===== config.mk =====
export PLATFORM = sky130hd
export DESIGN_NAME = psf_status_unit
export DESIGN_NICKNAME = d
export VERILOG_FILES = /design/src/rtl/psf_pkg.sv /design/src/rtl/psf_decode.sv /design/src/rtl/psf_flag_bank.sv /design/src/rtl/psf_req.sv /design/src/rtl/psf_status_unit.sv
export SDC_FILE = /design/constraint.sdc
export NUM_CORES = 1
export LEC_CHECK = 0
export BUFFER_PORTS_ARGS = -buffer_cell sky130_fd_sc_hd__buf_2
export CAP_MARGIN = 20
export CORE_MARGIN = 2
export CORE_UTILIZATION = 31
export CTS_CLUSTER_DIAMETER = 40
export DETAILED_ROUTE_END_ITERATION = 8
export PLACE_DENSITY = 0.57
export SYNTH_ARGS = -nofsm -noshare
export SYNTH_HDL_FRONTEND = slang
export SYNTH_SLANG_ARGS = --single-unit

===== constraint.sdc =====
create_clock -name clk -period 0.9 [get_ports clk]
set_input_delay 0.045 -clock clk [delete_from_list [all_inputs] [get_ports clk]]
set_output_delay 0.045 -clock clk [all_outputs]
set_load 0.01 [all_outputs]

===== src/rtl/psf_pkg.sv =====
package psf_pkg;

  // Next value of one flag: a set strobe beats any clear.
  function automatic logic flag_next(input logic cur, input logic set, input logic clr);
    return set | (cur & ~clr);
  endfunction

  // Next value of one armed bit.
  function automatic logic arm_next(input logic cur_arm, input logic cur_flag,
                                    input logic stat_acc, input logic data_acc,
                                    input logic wr_clr);
    if (data_acc) return 1'b0;
    return (cur_arm | (stat_acc & cur_flag)) & ~wr_clr;
  endfunction

  // Clear condition of one flag in this cycle.
  function automatic logic clr_now(input logic cur_arm, input logic data_acc,
                                   input logic wr_clr);
    return wr_clr | (data_acc & cur_arm);
  endfunction

endpackage


===== src/rtl/psf_decode.sv =====
module psf_decode #(
  parameter int NFLAG     = 4,
  parameter int ADDR_W    = 2,
  parameter int STAT_ADDR = 0,
  parameter int DATA_ADDR = 1
) (
  input  logic [ADDR_W-1:0] bus_addr,
  input  logic              bus_rd,
  input  logic              bus_wr,
  input  logic [NFLAG-1:0]  bus_wdata,
  output logic              stat_acc,
  output logic              stat_rd,
  output logic              data_acc,
  output logic              other_acc,
  output logic [NFLAG-1:0]  wr_clr
);
  localparam logic [ADDR_W-1:0] STAT_A = ADDR_W'(STAT_ADDR);
  localparam logic [ADDR_W-1:0] DATA_A = ADDR_W'(DATA_ADDR);

  logic any_acc, hit_stat, hit_data;

  always_comb begin
    any_acc   = bus_rd | bus_wr;
    hit_stat  = (bus_addr == STAT_A);
    hit_data  = (bus_addr == DATA_A);
    stat_acc  = any_acc & hit_stat;
    stat_rd   = bus_rd & hit_stat;
    data_acc  = any_acc & hit_data;
    other_acc = any_acc & ~hit_stat & ~hit_data;
    wr_clr    = (bus_wr & hit_stat) ? ~bus_wdata : '0;
  end
endmodule


===== src/rtl/psf_flag_bank.sv =====
module psf_flag_bank
  import psf_pkg::*;
#(
  parameter int NFLAG = 4
) (
  input  logic             clk,
  input  logic             rst_n,
  input  logic [NFLAG-1:0] evt_set,
  input  logic             stat_acc,
  input  logic             data_acc,
  input  logic [NFLAG-1:0] wr_clr,
  output logic [NFLAG-1:0] flags_q,
  output logic [NFLAG-1:0] arm_q,
  output logic [NFLAG-1:0] clr_hit
);
  for (genvar i = 0; i < NFLAG; i++) begin : g_cell
    logic clr_i;
    always_comb clr_i = clr_now(arm_q[i], data_acc, wr_clr[i]);
    assign clr_hit[i] = clr_i;

    always_ff @(posedge clk or negedge rst_n) begin
      if (!rst_n) begin
        flags_q[i] <= 1'b0;
        arm_q[i]   <= 1'b0;
      end else begin
        flags_q[i] <= flag_next(flags_q[i], evt_set[i], clr_i);
        arm_q[i]   <= arm_next(arm_q[i], flags_q[i], stat_acc, data_acc, wr_clr[i]);
      end
    end
  end
endmodule


===== src/rtl/psf_req.sv =====
module psf_req #(
  parameter int NFLAG = 4
) (
  input  logic [NFLAG-1:0] flags_q,
  input  logic [NFLAG-1:0] irq_en,
  input  logic             irq_mask,
  output logic             irq_req
);
  logic [NFLAG-1:0] live;
  always_comb begin
    live    = flags_q & irq_en;
    irq_req = ~irq_mask & (|live);
  end
endmodule


===== src/rtl/psf_status_unit.sv =====
module psf_status_unit #(
  parameter int NFLAG     = 4,
  parameter int ADDR_W    = 2,
  parameter int STAT_ADDR = 0,
  parameter int DATA_ADDR = 1
) (
  input  logic              clk,
  input  logic              rst_n,
  input  logic [NFLAG-1:0]  evt_set,
  input  logic [ADDR_W-1:0] bus_addr,
  input  logic              bus_rd,
  input  logic              bus_wr,
  input  logic [NFLAG-1:0]  bus_wdata,
  input  logic [NFLAG-1:0]  irq_en,
  input  logic              irq_mask,
  output logic              irq_req,
  output logic [NFLAG-1:0]  rd_data
);
  logic             stat_acc, stat_rd, data_acc, other_acc;
  logic [NFLAG-1:0] wr_clr, flags_q, arm_q, clr_hit;

  psf_decode #(
    .NFLAG(NFLAG), .ADDR_W(ADDR_W), .STAT_ADDR(STAT_ADDR), .DATA_ADDR(DATA_ADDR)
  ) dec_i (
    .bus_addr(bus_addr), .bus_rd(bus_rd), .bus_wr(bus_wr), .bus_wdata(bus_wdata),
    .stat_acc(stat_acc), .stat_rd(stat_rd), .data_acc(data_acc),
    .other_acc(other_acc), .wr_clr(wr_clr)
  );

  psf_flag_bank #(.NFLAG(NFLAG)) bank_i (
    .clk(clk), .rst_n(rst_n), .evt_set(evt_set),
    .stat_acc(stat_acc), .data_acc(data_acc), .wr_clr(wr_clr),
    .flags_q(flags_q), .arm_q(arm_q), .clr_hit(clr_hit)
  );

  psf_req #(.NFLAG(NFLAG)) req_i (
    .flags_q(flags_q), .irq_en(irq_en), .irq_mask(irq_mask), .irq_req(irq_req)
  );

  assign rd_data = stat_rd ? flags_q : '0;
endmodule


After elaboration in Yosys (flattened, before gate mapping) --
Cells that the tools add are included.
Cells by class: equal/unequal tests 1, magnitude comparators 0, multiplexer cells 8, multiply operators 0, reductions and logical operators 2, shift operators 0, add/sub/neg operators 0, divide/modulo/power cells 0, bitwise logic cells 45
Operator list (count):
- 1-bit bitwise AND | 21
- 1-bit OR | 13
- 1-bit inverter | 9
- 4-bit 2-to-1 mux | 2
- 1-bit 2-to-1 mux | 6
- 4-bit bitwise AND | 1
- 4-bit inverter | 1
- 4-bit OR reduction | 1
- 2-bit by 1-bit equality test with 1-bit output (second input constant) | 1
- 2-bit zero test | 1
Word-level totals: ROM bits 0, register bits 8, memories 0, bits in latches 0, output and inout bits 5, memory bits (writable) 0

Longest topological paths before layout --
Gate-level depths: netlist (run 1).
depth after elaboration 7, mapped depth 4, gate-level depth less buffers 3

Cells and area by module --
A second synthesis (run 1) with hierarchy kept.
Second synthesis, totals: cell total of the unflattened synthesis 50, area total of the unflattened synthesis 478.0 um2
Modules (own cells, without submodules):
- psf_flag_bank | area an instance 376.6 um2, seq. area each 200.2 um2, times used 1, cells an instance 33
- psf_decode | area an instance 56.3 um2, seq. area each 0.0 um2, times used 1, cells an instance 10
- psf_status_unit | area an instance 25.0 um2, seq. area each 0.0 um2, times used 1, cells an instance 4
- psf_req | area an instance 20.0 um2, seq. area each 0.0 um2, times used 1, cells an instance 3

Worst setup path after synthesis (run 1) --
No wires, ideal clock.
path kind input-to-reg, from input port bus_addr[1], to register bank_i.flags_q[1], stages 4, required time 776 ps, slack 55 ps, arrival time 722 ps, buffers on the path 1, cells stage by stage or3b_1 -> buf_6 -> o21ai_1 -> o21bai_1
On the way: word-level cells in the longest chain between the ends 7
RTL lines:
- start: declaration | line psf_status_unit.sv:10 | input logic [ADDR_W-1:0] bus_addr,
- 2-bit by 1-bit equality test with 1-bit output / 2-bit zero test (equally long branches) | line psf_decode.sv:25, psf_decode.sv:24
- 1-bit bitwise AND (on tied branches) | line psf_decode.sv:28, psf_decode.sv:30
- 1-bit bitwise AND / 4-bit 2-to-1 mux (equally long branches) | line psf_pkg.sv:19, psf_decode.sv:30
- 1-bit OR (*) | line psf_pkg.sv:19 | return wr_clr | (data_acc & cur_arm);
- 1-bit inverter (*) | line psf_pkg.sv:5 | return set | (cur & ~clr);
- 1-bit bitwise AND (*) | line psf_pkg.sv:5
- 1-bit OR (*) | line psf_pkg.sv:5
- end signal: indexed assignment | line psf_flag_bank.sv:26 | flags_q[i] <= flag_next(flags_q[i], evt_set[i], clr_i);
- end: declaration | line psf_flag_bank.sv:12 | output logic [NFLAG-1:0] flags_q,
Every way passes the cells marked *; elsewhere a longest branch is shown, timed or not.

Final worst setup path (run 1) --
from register bank_i.flags_q[2], to output port irq_req
On the way: word-level cells in the longest chain between the ends 3
RTL lines:
- 4-bit bitwise AND | line psf_req.sv:11 | live = flags_q & irq_en;
- 4-bit OR reduction | line psf_req.sv:12 | irq_req = ~irq_mask & (|live);
- 1-bit bitwise AND | line psf_req.sv:12
- end: declaration | line psf_status_unit.sv:16 | output logic irq_req,
No other way between the ends.

==> metrics.yaml, run 1 <==
status: "complete, but fails checks"
violations: "setup timing"
cp_max_fo: 3
required_ns: 0.85
gr-usage-met2_pct: 25.8
met1_usage_pct: 19.3
grt_pass1_wl_um: 2130
htreeDepth: 1
initial_core_util_pct: 34.0
synth_area_sq_um: 453
clkPwrFrac_pct: 28.9
area_growth_pct: 70.4
antenna_cells: 0
tightest_slew_ns: 0.336
cts_buffers: 3
avgRoutedWirePerCell_um: 12.6
max_freq_mhz: 923
min_period_ns: 1.08
path_cells: "a22oi_1 > a21oi_1 > buf_2"
reg2reg_from: "bank_i.flags_q[2]$_DFF_PN0_"
vias_per_cell: 5.11
cap_violations: 0
port_buffers: 23
multi_input_area_sq_um: 277
internal_power_mw: 0.717
grt_busiest_layer: "met2"
clock_sinks: 8
ff_latch_area_sq_um: 200
seq_area_frac_synth_pct: 44.2
p_comb_share_pct: 27.4
drc_errors: 0
fin_crit_sh_pct: 120
min_from: "bus_wdata[0]"
start_kind: "flop"
p_total_mw: 0.986
drt_iter0_markers: 6
finalHoldViolations: 0
p_leak_nw: 0.379
synth_compound_area_share_pct: 21.8
power.density_nw_per_um2: 1280
syn_area_per_cell_sq_um: 9.85
dr.pass1.iters: 2
min_to: "bank_i.flags_q[0]$_DFF_PN0_"
core_sq_um: 1330
fin_worst_skew_ns: 0.00818
dieArea_sq_um: 1780
ant_nets: 0
p_sw_mw: 0.269
cts_tree: "done"
layout-drive-gt1-share_pct: 60.2
yosys.area_share.adder_pct: 0
switching_share_pct: 27.3
r2r_slack_ns: -0.05
gp_congestion: 0.716
grtUsageMet3_pct: 6.47
placed_cell_area_sq_um: 579
path_buf_inv: 1
setup_ws_ns: -0.184
post-place-ws_ns: -0.140
hold-path-cell-count: 3
rows: 13
cts-root-buf: "clkbuf_4"
nNetsFinal: 104
setup_viol: 7
clk_latency_ns: 0.26
path_clk_slew_ns: 0.06
antenna_found_initial: 0
timing.rr.end: "bank_i.arm_q[2]$_DFF_PN0_"
r2r_cells: 4
ios: 24
ir_drop_mv: 1.02
muxShareOfSynthArea_pct: 0
synth_cell_types: 15
cp_slowest_cell: "dfrtp_1"
synth-seq-cells: 8
pwr-share-seq_pct: 43.8
whs_ns: 0.0723
cp.arrival_ns: 1.04
grt_max_degree: 10
critical-path-top-delay-family: "flip-flops"
critPathMaxStageDelay_ns: 0.39
wl_um: 1230
fin_tns_setup_ns: -0.727
synthCells: 46
yosysWarningCount: 0
clockBufferDepth: 2
grt_pass1_vias: 494
slew_viol_final: 0
synth_nets: 65
gr-total-overflow: 0
yosys.area_share.simple_pct: 29.0
vias: 501
hold_class: "in2reg"
chipWidth_um: 42.2
synth_top_family_by_area: "simple AND/OR/NAND/NOR gates"
die_height_um: 42.2
endpoint_kind: "primary output"
yosys.area_share.xor_xnor_pct: 0
grt_setup_unrepaired: "yes"
fillers: 139
grt_util_all_layers_pct: 16.3
fin_area_sq_um: 772
relSlewSlack_pct: 77.6
setup.worst_path.class: "reg2out"
## how the worst max path moves through the flow
stage	start	endpoint	cells past startpoint	slack [ns]
6_report	bank_i.flags_q[2]$_DFF_PN0_	irq_req	3	-0.18
5_1_grt	bank_i.flags_q[2]$_DFF_PN0_	irq_req	3	-0.24
4_1_cts	bank_i.flags_q[2]$_DFF_PN0_	irq_req	3	-0.19
3_5_place_dp	bus_addr[1]	bank_i.flags_q[3]$_DFF_PN0_	4	-0.14
3_3_place_gp	bus_addr[1]	bank_i.flags_q[2]$_DFF_PN0_	4	-0.13
2_1_floorplan	bus_addr[1]	bank_i.flags_q[1]$_DFF_PN0_	4	0.05
## flip-flops by register name (all words and copies together), names as in the netlist
name,flops
bank_i.arm_q,4
bank_i.flags_q,4
## worst min-delay path: cells and delay by family
family,cells,cell delay (ns)
buffers and inverters,1,0.09
AOI/OAI and AO/OA,2,0.15
## synthesized netlist by cell type
library cell	number	share of area [%]
and2b_2	1	1.9
and2_4	1	1.9
or3b_1	1	1.9
dfrtp_1	8	44
o21ai_2	1	1.9
a21oi_1	1	1.1
or2_1	1	1.4
a31oi_1	4	5.5
a22oi_1	2	3.3
nor3_1	4	4.4
o21bai_1	4	6.6
and3_2	8	13
nor2_1	5	4.1
buf_6	2	5.0
o21ai_1	3	3.3
## stage by stage
stage                     cells  utilization (%)
final                        98             57.9
after global routing         98             57.9
after CTS                    96             53.9
after detailed placement     84             43.4
after global placement       84             43.4
after floorplan              46                -
## cell usage in the layout (no fill, tap or decap), drive strengths merged, types with 3 or more instances in the layout
cell | Yosys | final
a31oi | 4 | 4
o21bai | 4 | 4
buf | 2 | 31
nor2 | 5 | 5
nor3 | 4 | 4
o21ai | 4 | 4
dfrtp | 8 | 8
dlygate4sd3 | 0 | 5
and3 | 8 | 8
clkbuf | 0 | 3
## kinds of logic after synthesis
group | Yosys count
AND/OR/NAND/NOR | 21
AO/OA/AOI/OAI | 15
flip-flops | 8
buffers and inverters | 2
## power by group through the flow
stage	Combinational, mW	Clock (mW)	Sequential (mW)
2_1_floorplan	0.107	0	0.427
3_3_place_gp	0.177	0	0.433
3_5_place_dp	0.180	0	0.435
4_1_cts	0.237	0.296	0.425
5_1_grt	0.298	0.311	0.438
6_report	0.270	0.285	0.432
## layer usage
layer,up-vias,part of all wire (%)
met3,4,6.2
met1,230,42
met4,0,1.5
met2,19,50
met5,-,0
li1,248,-
## cell type report
type / count / area share [%]
Sequential cell: 8 / 25.9
Multi-Input combinational cell: 36 / 35.8
Tap cell: 15 / 2.43
Timing Repair Buffer: 36 / 32.9
Clock buffer: 3 / 2.92
## repair_timing
item,4_1_cts,5_1_grt
resized for setup,7,6
hold buffers,5,0
endpoints found under the setup margin,5,7
endpoints found under the hold margin,12,0
buffers inserted,4,2
pin swaps,4,1
(Power assumes the default switching activity.)
==> run 2, diff against run 1 <==
--- a/config.mk
+++ b/config.mk
@@ -7,11 +7,11 @@
 export LEC_CHECK = 0
 export BUFFER_PORTS_ARGS = -buffer_cell sky130_fd_sc_hd__buf_2
 export CAP_MARGIN = 20
-export CORE_MARGIN = 2
-export CORE_UTILIZATION = 31
+export CORE_AREA = 2 2 39 41
 export CTS_CLUSTER_DIAMETER = 40
 export DETAILED_ROUTE_END_ITERATION = 8
-export PLACE_DENSITY = 0.57
+export DIE_AREA = 0 0 41 43
+export PLACE_DENSITY = 0.61
 export SYNTH_ARGS = -nofsm -noshare
 export SYNTH_HDL_FRONTEND = slang
 export SYNTH_SLANG_ARGS = --single-unit
==> metrics.yaml, run 2 (synthesis results as in run 1) <==
status: "complete, but fails checks"
violations: "setup timing"
dp_hpwl_um: 830
cap_violations: 0  # unchanged
hold_class: "in2reg"
gr-total-overflow: 0  # unchanged
cts_tree: "done"
grt_util_all_layers_pct: 17.6  # +1.2 points
met1_usage_pct: 21.7  # +2.5 points
vias: 503  # +0.40%
gp_congestion: 0.720  # +0.59%
p_leak_nw: 0.369  # -2.5%
tightest_slew_ns: 0.334  # -0.00211 ns
chipWidth_um: 41  # -2.9%
path_clk_slew_ns: 0.06  # about the same
fin_crit_sh_pct: 120  # -0.32 points
wl_um: 1300  # +5.3%
avgRoutedWirePerCell_um: 13.3  # +5.3%
p_total_mw: 0.979  # -0.72%
start_kind: "flop"
port_buffers: 23  # unchanged
core_sq_um: 1380  # +3.8%
relSlewSlack_pct: 77.8  # +0.14 points
vias_per_cell: 5.13  # +0.40%
multi_input_area_sq_um: 273  # -1.4%
grt_busiest_layer: "met2"
rows: 14  # +1
nNetsFinal: 103  # -0.96%
endpoint_kind: "primary output"
layout-drive-gt1-share_pct: 58.5  # -1.7 points
grt_setup_unrepaired: "yes"
finalHoldViolations: 0  # unchanged
initial_core_util_pct: 32.7  # -1.2 points
max_freq_mhz: 925  # +0.27%
die_height_um: 43  # +1.8%
ff_latch_area_sq_um: 200  # unchanged
grt_pass1_wl_um: 2040  # -3.9%
setup_ws_ns: -0.181  # +0.00290 ns
cts-root-buf: "clkbuf_4"
ios: 24  # unchanged
required_ns: 0.85  # about the same
ant_nets: 0  # unchanged
ir_drop_mv: 0.694  # -32%
clockBufferDepth: 2  # unchanged
slew_viol_final: 0  # unchanged
cp_max_fo: 3  # unchanged
top_regs: "bank_i.arm_q (4), bank_i.flags_q (4)"
clk_latency_ns: 0.26  # about the same
dieArea_sq_um: 1760  # -1.1%
area_growth_pct: 67.4
grtUsageMet3_pct: 3.14  # -3.3 points
cts_buffers: 3  # unchanged
dr.pass1.iters: 4  # +2
fin_cells: 98  # unchanged
cp.arrival_ns: 1.04  # about the same
mostFrequentLayoutCells: "19 x buf_2, 8 x dfrtp_1, 7 x buf_4"
clock_sinks: 8  # unchanged
grt_pass1_vias: 494  # unchanged
power.density_nw_per_um2: 1290  # +1.1%
drc_errors: 0  # unchanged
antenna_cells: 0  # unchanged
gr-usage-met2_pct: 26.3  # +0.40 points
setup.worst_path.class: "reg2out"
final_common_cell: "buf_2"
htreeDepth: 1  # unchanged
min_period_ns: 1.08  # -0.00290 ns
fin_worst_skew_ns: 0.000151  # -0.00803 ns
antenna_found_initial: 0  # unchanged
setup_viol: 6  # -1
fillers: 123  # -12%
grt_max_degree: 10  # unchanged
post-place-ws_ns: -0.138  # +0.00179 ns
drt_iter0_markers: 9  # +3
dp.cells: 86  # +2.4%
==> run 2: where the power goes <==
| group | leakage, nW | switching (mW) | internal (mW) |
|---|---|---|---|
| Sequential | 0.0875 | 0.0300 | 0.402 |
| Clock | 0.0138 | 0.131 | 0.153 |
| Combinational | 0.268 | 0.109 | 0.154 |
| Total | 0.369 | 0.270 | 0.709 |
==> run 2: area by class of cell <==
cell class                      instances  area share [%]
Multi-Input combinational cell         36            36.0
Sequential cell                         8            26.4
Timing Repair Buffer                   35            32.0
Clock buffer                            3            2.97
Tap cell                               16            2.64
==> run 2: critical path, cell delays in order (launching register included) <==
cell     delay, ns
dfrtp_1       0.40
a22oi_2       0.16
a21oi_1       0.08
buf_2         0.14
==> run 2: final timing paths <==
check | startpoint | cells after the start | end | slack (ns)
max | bank_i.flags_q[2]$_DFF_PN0_ | 3 | irq_req | -0.18
min | bus_wdata[2] | 3 | bank_i.arm_q[2]$_DFF_PN0_ | 0.07
max reg2reg | bank_i.flags_q[1]$_DFF_PN0_ | 3 | bank_i.arm_q[1]$_DFF_PN0_ | 0
min reg2reg | bank_i.arm_q[3]$_DFF_PN0_ | 2 | bank_i.arm_q[3]$_DFF_PN0_ | 0.56
max in group asynchronous | rst_n | 2 | bank_i.flags_q[1]$_DFF_PN0_ | 0.58
min in group asynchronous | rst_n | 2 | bank_i.flags_q[2]$_DFF_PN0_ | 0.15
==> run 2: through the flow <==
| stage | TNS (ns) | hold WS (ns) | util, % | area (sq um) |
|---|---|---|---|---|
| 2_1_floorplan | 0 | -0.251 | - | 453 |
| 3_3_place_gp | -0.804 | -0.0999 | 42.5 | 588 |
| 3_5_place_dp | -0.839 | -0.0951 | 42.5 | 588 |
| 4_1_cts | -0.621 | 0.0725 | 52.1 | 721 |
| 5_1_grt | -0.744 | 0.0904 | 54.8 | 758 |
| 6_report | -0.566 | 0.0693 | 54.8 | 758 |
==> run 2: repair_timing <==
item | CTS | global route
setup endpoints to repair | 5 | 6
gates resized for setup | 7 | 4
hold buffers | 5 | 0
buffers inserted | 3 | 1
pin swaps | 3 | 1
endpoints found under the hold margin | 12 | 0
cloned | 0 | 0
==> run 2: per-layer routing <==
metal	routed length [um]	vias up
met5	0	-
met4	21	0
met3	66	3
met2	676	17
met1	534	238
li1	-	245
